**src/rtl/seq_pkg.sv**
```systemverilog
package seq_pkg;
  localparam int CHAN_W = 3;

  typedef enum logic [CHAN_W-1:0] {
    CH_IA   = 3'd0,
    CH_VA   = 3'd1,
    CH_IB   = 3'd2,
    CH_VB   = 3'd3,
    CH_TEMP = 3'd4,
    CH_VBAT = 3'd5,
    CH_IDLE = 3'd7
  } chan_t;

  // strobes from control to datapath
  typedef struct packed {
    logic  capture;
    chan_t chan;
  } seq_strobe_t;

  function automatic chan_t slotChan(input logic alt, input logic [1:0] slot);
    chan_t c;
    case (slot)
      2'd0:    c = alt ? CH_TEMP : CH_IA;
      2'd1:    c = CH_VA;
      2'd2:    c = alt ? CH_VBAT : CH_IB;
      default: c = CH_VB;
    endcase
    return c;
  endfunction
endpackage

```
**src/rtl/seq_ctrl.sv**
```systemverilog
module seq_ctrl
  import seq_pkg::*;
#(
  parameter int NUM_SLOTS = 4
) (
  input  logic        clk,
  input  logic        rstN,
  input  logic        frameStart,
  input  logic        altReq,
  input  logic        batMonEn,
  input  logic        convDone,
  output chan_t       muxSel,
  output logic        firStart,
  output logic        frameDone,
  output logic        batLoadEn,
  output seq_strobe_t strb
);
  localparam int SLOT_W = $clog2(NUM_SLOTS);
  localparam logic [SLOT_W-1:0] LAST_SLOT = SLOT_W'(NUM_SLOTS - 1);
  localparam logic [SLOT_W-1:0] BAT_SLOT  = SLOT_W'(2);

  logic              busy;
  logic [SLOT_W-1:0] slot;
  logic              altFrame;
  logic              altPend;

  always_ff @(posedge clk or negedge rstN) begin
    if (!rstN) begin
      busy      <= 1'b0;
      slot      <= '0;
      altFrame  <= 1'b0;
      altPend   <= 1'b0;
      firStart  <= 1'b0;
      frameDone <= 1'b0;
    end else begin
      firStart  <= 1'b0;
      frameDone <= 1'b0;
      if (altReq) altPend <= 1'b1;
      if (!busy) begin
        if (frameStart) begin
          busy     <= 1'b1;
          slot     <= '0;
          altFrame <= altPend;
          firStart <= 1'b1;
        end
      end else if (convDone) begin
        if (slot == LAST_SLOT) begin
          busy      <= 1'b0;
          frameDone <= 1'b1;
          if (altFrame && !altReq) altPend <= 1'b0;
        end else begin
          slot     <= slot + 1'b1;
          firStart <= 1'b1;
        end
      end
    end
  end

  always_comb begin
    muxSel       = busy ? slotChan(altFrame, 2'(slot)) : CH_IDLE;
    batLoadEn    = busy && altFrame && (slot == BAT_SLOT) && batMonEn;
    strb.capture = busy && convDone;
    strb.chan    = muxSel;
  end
endmodule

```
**src/rtl/seq_datapath.sv**
```systemverilog
module seq_datapath
  import seq_pkg::*;
#(
  parameter int DATA_W   = 22,
  parameter int WORD_W   = 32,
  parameter int ADDR_W   = 9,
  parameter int RAM_BASE = 16,
  parameter int SHIFT    = 9
) (
  input  logic              clk,
  input  logic              rstN,
  input  logic              res22,
  input  logic [DATA_W-1:0] convData,
  input  seq_strobe_t       strb,
  output logic              ramWrEn,
  output logic [ADDR_W-1:0] ramWrAddr,
  output logic [WORD_W-1:0] ramWrData
);
  localparam logic [ADDR_W-1:0] BASE_A = ADDR_W'(RAM_BASE);

  logic [DATA_W-1:0] mask;
  logic [DATA_W-1:0] masked;

  // top bit of the converter word kept only at full resolution
  genvar gi;
  generate
    for (gi = 0; gi < DATA_W; gi++) begin : g_mask
      if (gi == DATA_W - 1) begin : g_top
        assign mask[gi] = res22;
      end else begin : g_low
        assign mask[gi] = 1'b1;
      end
    end
  endgenerate

  assign masked = convData & mask;

  always_ff @(posedge clk or negedge rstN) begin
    if (!rstN) begin
      ramWrEn   <= 1'b0;
      ramWrAddr <= '0;
      ramWrData <= '0;
    end else begin
      ramWrEn <= strb.capture;
      if (strb.capture) begin
        ramWrAddr <= BASE_A + ADDR_W'(strb.chan);
        ramWrData <= WORD_W'(masked) << SHIFT;
      end
    end
  end
endmodule

```
**src/rtl/adc_input_sequencer.sv**
```systemverilog
module adc_input_sequencer
  import seq_pkg::*;
#(
  parameter int DATA_W   = 22,
  parameter int WORD_W   = 32,
  parameter int ADDR_W   = 9,
  parameter int RAM_BASE = 16
) (
  input  logic              clk,
  input  logic              rstN,
  input  logic              frameStart,
  input  logic              altReq,
  input  logic              batMonEn,
  input  logic              res22,
  input  logic              convDone,
  input  logic [DATA_W-1:0] convData,
  output logic [2:0]        muxSel,
  output logic              firStart,
  output logic              batLoadEn,
  output logic              frameDone,
  output logic              ramWrEn,
  output logic [ADDR_W-1:0] ramWrAddr,
  output logic [WORD_W-1:0] ramWrData
);
  seq_strobe_t strb;
  chan_t       chanSel;

  seq_ctrl #(.NUM_SLOTS(4)) ctrl_i (
    .clk(clk), .rstN(rstN), .frameStart(frameStart), .altReq(altReq),
    .batMonEn(batMonEn), .convDone(convDone), .muxSel(chanSel),
    .firStart(firStart), .frameDone(frameDone), .batLoadEn(batLoadEn),
    .strb(strb)
  );

  seq_datapath #(
    .DATA_W(DATA_W), .WORD_W(WORD_W), .ADDR_W(ADDR_W),
    .RAM_BASE(RAM_BASE), .SHIFT(9)
  ) dp_i (
    .clk(clk), .rstN(rstN), .res22(res22), .convData(convData), .strb(strb),
    .ramWrEn(ramWrEn), .ramWrAddr(ramWrAddr), .ramWrData(ramWrData)
  );

  assign muxSel = chanSel;
endmodule

```
**config.mk**
```make
export PLATFORM = sky130hd
export DESIGN_NAME = adc_input_sequencer
export DESIGN_NICKNAME = d
export VERILOG_FILES = /design/src/rtl/seq_pkg.sv /design/src/rtl/seq_ctrl.sv /design/src/rtl/seq_datapath.sv /design/src/rtl/adc_input_sequencer.sv
export SDC_FILE = /design/constraint.sdc
export NUM_CORES = 1
export LEC_CHECK = 0
export ABC_AREA = 1
export BUFFER_PORTS_ARGS = -buffer_cell sky130_fd_sc_hd__buf_2
export CAP_MARGIN = 30
export CORE_MARGIN = 5
export CORE_UTILIZATION = 40
export CTS_CLUSTER_SIZE = 14
export DETAILED_ROUTE_END_ITERATION = 16
export GPL_ROUTABILITY_DRIVEN = 0
export HOLD_SLACK_MARGIN = 0.1
export PLACE_DENSITY = 0.71
export SLEW_MARGIN = 20
export SYNTH_ARGS = -nofsm -noshare
export SYNTH_HDL_FRONTEND = slang
export SYNTH_SLANG_ARGS = --single-unit
export TNS_END_PERCENT = 50
```
**constraint.sdc**
```tcl
create_clock -name clk -period 1.6 [get_ports clk]
set_input_delay 0.32 -clock clk [delete_from_list [all_inputs] [get_ports clk]]
set_output_delay 0.32 -clock clk [all_outputs]
set_load 0.05 [all_outputs]
```
==> results.toml <==
[status]
status = "finished, violations left"
violations = "negative setup slack"

[route]
wl_met3_microns = 239
firstDrtPassIters = 4
vias_per_cell = 4.19
wl_microns = 3150
via_count = 1241
highest_layer = "met4"
wire_per_inst_microns = 10.6
drc = 0
wirelength_met1_microns = 1290
drtIter0Drc = 41
ant_nets = 0
route.met2.wl_microns = 1550

[critical_path]
r2r-start = "ctrl_i.slot[1]$_DFFE_PN0P_"
cpMostUsedCell = "nand2_1"
critical_path_required_ns = 1.28
cp_num_buf_inv = 2
startpoint_type = "register"
slowest_stage = "dfrtp_2"
max_stage_delay_ns = 0.44
path_max_fanout = 4
r2r-end = "dp_i.ramWrAddr[0]$_DFFE_PN0P_"
path_delay_family = "flip-flops"
endpoint_kind = "primary output"
r2r_slack_ns = 0.39
path_cells = "inv_1 -> ha_2 -> nand2_1 -> nand2_1 -> nand2_1 -> nand2_1 -> buf_6"
reg2reg_depth = 6
crit_arrival_ns = 1.39
crit_type = "reg -> out"

[min_path]
hold_start = "altReq"
hp-class = "in -> reg"
hold_depth = 3
min_to = "ctrl_i.altPend$_DFF_PN0_"

[power_and_ir_drop]
clock_power_share_pct = 14.8
peakVddDrop_mv = 0.993
pwr-share-comb_pct = 54.7
p_switching_mw = 2.12
seqPwrFrac_pct = 30.4
p_leak_nw = 1.18
p_sw_share_pct = 50.1
power_density_mw_per_mm2 = 2100
power.internal_mw = 2.11

[floorplanning]
dieArea_sq_mm = 0.00523
std_cell_rows = 22
initial_core_util_pct = 41.8
fp.coreArea_sq_mm = 0.00372
die_x_microns = 72.3
io_pins = 77
die_h_microns = 72.3

[clocking]
clkLatencyLatePin_ns = 0.28
path_clk_slew_ns = 0.07
cts_max_level = 2
cts.sinks = 34
clockBufferDepth = 2
root_buffer = "clkbuf_8"
cts_tree = "done"
cts-buffers-inserted = 5

[synthesis]
yosys_warnings = 0
synth_seq_cells = 34
syn-cell-area_sq_mm = 0.00155
postSynthCellCount = 179
yosys-top-cells-area = "dfrtp_1, nand2_1, buf_4, ha_1, buf_6"
post-synth-top-area-cell = "dfrtp_1"
synth.distinct_cells = 13
ys_seq_area_share_pct = 54.8
syn_avg_cell_area_sq_um = 8.67
synth_top_area_share_pct = 54.8

[global_routing]
grt_overflow = 0
grt_start_max_net_pins = 19
antenna_found_initial = 0
grtUsageTotal_pct = 12.7
grt_pass1_wl_microns = 5090
grt_pass1_vias = 1125

[sta]
fin_tns_setup_ns = -0.195
setup_viol_count_final = 3
setup_slack_ns = -0.107
final.min_clock_period_ns = 1.71
clock_skew_ns = 0.00583
maxSlewViolCount = 0
rsz0062_at_grt = "yes"
fmaxAchievable_mhz = 586
finalHoldViolCount = 0
finalCritPeriodShare_pct = 107

[place]
dp.final_hpwl_microns = 2360
post-place-ws_ns = 0.0776
io_buffers = 61

[finish]
nets = 280
drive_gt1_share_pct = 36.7
diodes = 0
area_growth_pct = 29.9

[flow_run]
maxCapViolations = 0
cells in the mapped netlist (all sizes together):
master  number
or2          1
nor2         8
dfrtp       34
conb         1
o21ai        3
nand2       90
ha           4
nand3        6
inv          9
buf         23
cell families after synthesis:
logic type	synth area share (%)
AOI/OAI and AO/OA	0.967
adders and majority gates	3.22
buffers and inverters	14.3
DFF	54.8
other	0.242
and+or+nand+nor	26.5
metal layers:
| layer | up-vias | global-route usage (%) |
|---|---|---|
| met4 | 0 | 6.89 |
| met3 | 5 | 3.46 |
| li1 | 641 | - |
| met1 | 554 | 15.4 |
| met5 | - | 0 |
| met2 | 41 | 20.4 |
state kept, by name (all words and copies together), names as in the netlist:
signal / count
ctrl_i.slot: 2
ctrl_i.firStart: 1
dp_i.ramWrEn: 1
ctrl_i.busy: 1
dp_i.ramWrAddr: 4
ctrl_i.altFrame: 1
dp_i.ramWrData: 22
ctrl_i.altPend: 1
ctrl_i.frameDone: 1
power groups by stage:
stage | Clock [mW] | Combinational [mW] | Sequential [mW]
4_1_cts | 0.647 | 2.27 | 1.28
2_1_floorplan | 0 | 0.989 | 2.03
3_5_place_dp | 0 | 2.08 | 1.29
6_report | 0.627 | 2.31 | 1.29
3_3_place_gp | 0 | 2.06 | 1.29
5_1_grt | 0.686 | 2.48 | 1.33
cells in the final DEF (no fill, tap or decap):
cell type | netlist | layout
buf_12 | 0 | 1
buf_2 | 0 | 57
buf_4 | 19 | 7
buf_6 | 4 | 3
buf_8 | 0 | 1
clkbuf_1 | 0 | 1
clkbuf_8 | 0 | 6
clkinv_2 | 0 | 1
conb_1 | 1 | 15
dfrtp_1 | 34 | 33
dfrtp_2 | 0 | 1
dlygate4sd3_1 | 0 | 1
ha_1 | 4 | 1
ha_2 | 0 | 2
ha_4 | 0 | 1
inv_1 | 8 | 6
inv_2 | 1 | 3
nand2_1 | 87 | 86
nand2_2 | 3 | 4
nand3_1 | 6 | 5
nand3_2 | 0 | 1
nor2_1 | 8 | 6
nor2_2 | 0 | 2
o21ai_0 | 3 | 3
or2_2 | 1 | 1
worst register-to-register path, delay by kind of cell (launching register included):
kind	cells	cell delay (ns)
fa+ha+maj	1	0.20
buf+inv	1	0.14
flops	1	0.44
simple gates	4	0.31
how the worst max path moves through the flow:
| stage | start | endpoint | slack, ns | cells after the start |
|---|---|---|---|---|
| 3_3_place_gp | ctrl_i.slot[0]$_DFFE_PN0P_ | muxSel[2] | 0.13 | 7 |
| 4_1_cts | ctrl_i.slot[1]$_DFFE_PN0P_ | muxSel[2] | -0.10 | 7 |
| 5_1_grt | ctrl_i.slot[1]$_DFFE_PN0P_ | muxSel[2] | -0.17 | 7 |
| 2_1_floorplan | ctrl_i.slot[0]$_DFFE_PN0P_ | batLoadEn | 0.08 | 4 |
| 6_report | ctrl_i.slot[1]$_DFFE_PN0P_ | muxSel[2] | -0.11 | 7 |
| 3_5_place_dp | ctrl_i.slot[0]$_DFFE_PN0P_ | muxSel[2] | 0.08 | 7 |
stage by stage:
step	instance area, sq um	cells	power [mW]	hold WS, ns	util (%)
6_report	2020	296	4.23	0.227	54.3
5_1_grt	2020	296	4.49	0.228	54.3
4_1_cts	2000	295	4.20	0.222	53.9
3_5_place_dp	1840	284	3.36	0.268	49.4
3_3_place_gp	1840	284	3.35	0.268	49.4
2_1_floorplan	1610	193	3.02	0.0244	-
layout make-up:
type | count | area [sq um]
clock inverter | 1 | 5.00
timing repair buffer | 70 | 417
clock buffer | 7 | 86.3
multi-input combinational | 127 | 563
tap | 48 | 60.1
fill | 361 | 1700
sequential | 34 | 852
inverter | 9 | 33.8
repair_timing:
action / CTS / global route
hold buffers: 1 / 0
setup endpoints to repair: 4 / 4
gates resized for setup: 16 / 3
pin swaps: 3 / 0
endpoints found under the hold margin: 16 / 0
buffers inserted: 2 / 1
Note: power is estimated with default switching activity, not from simulation.
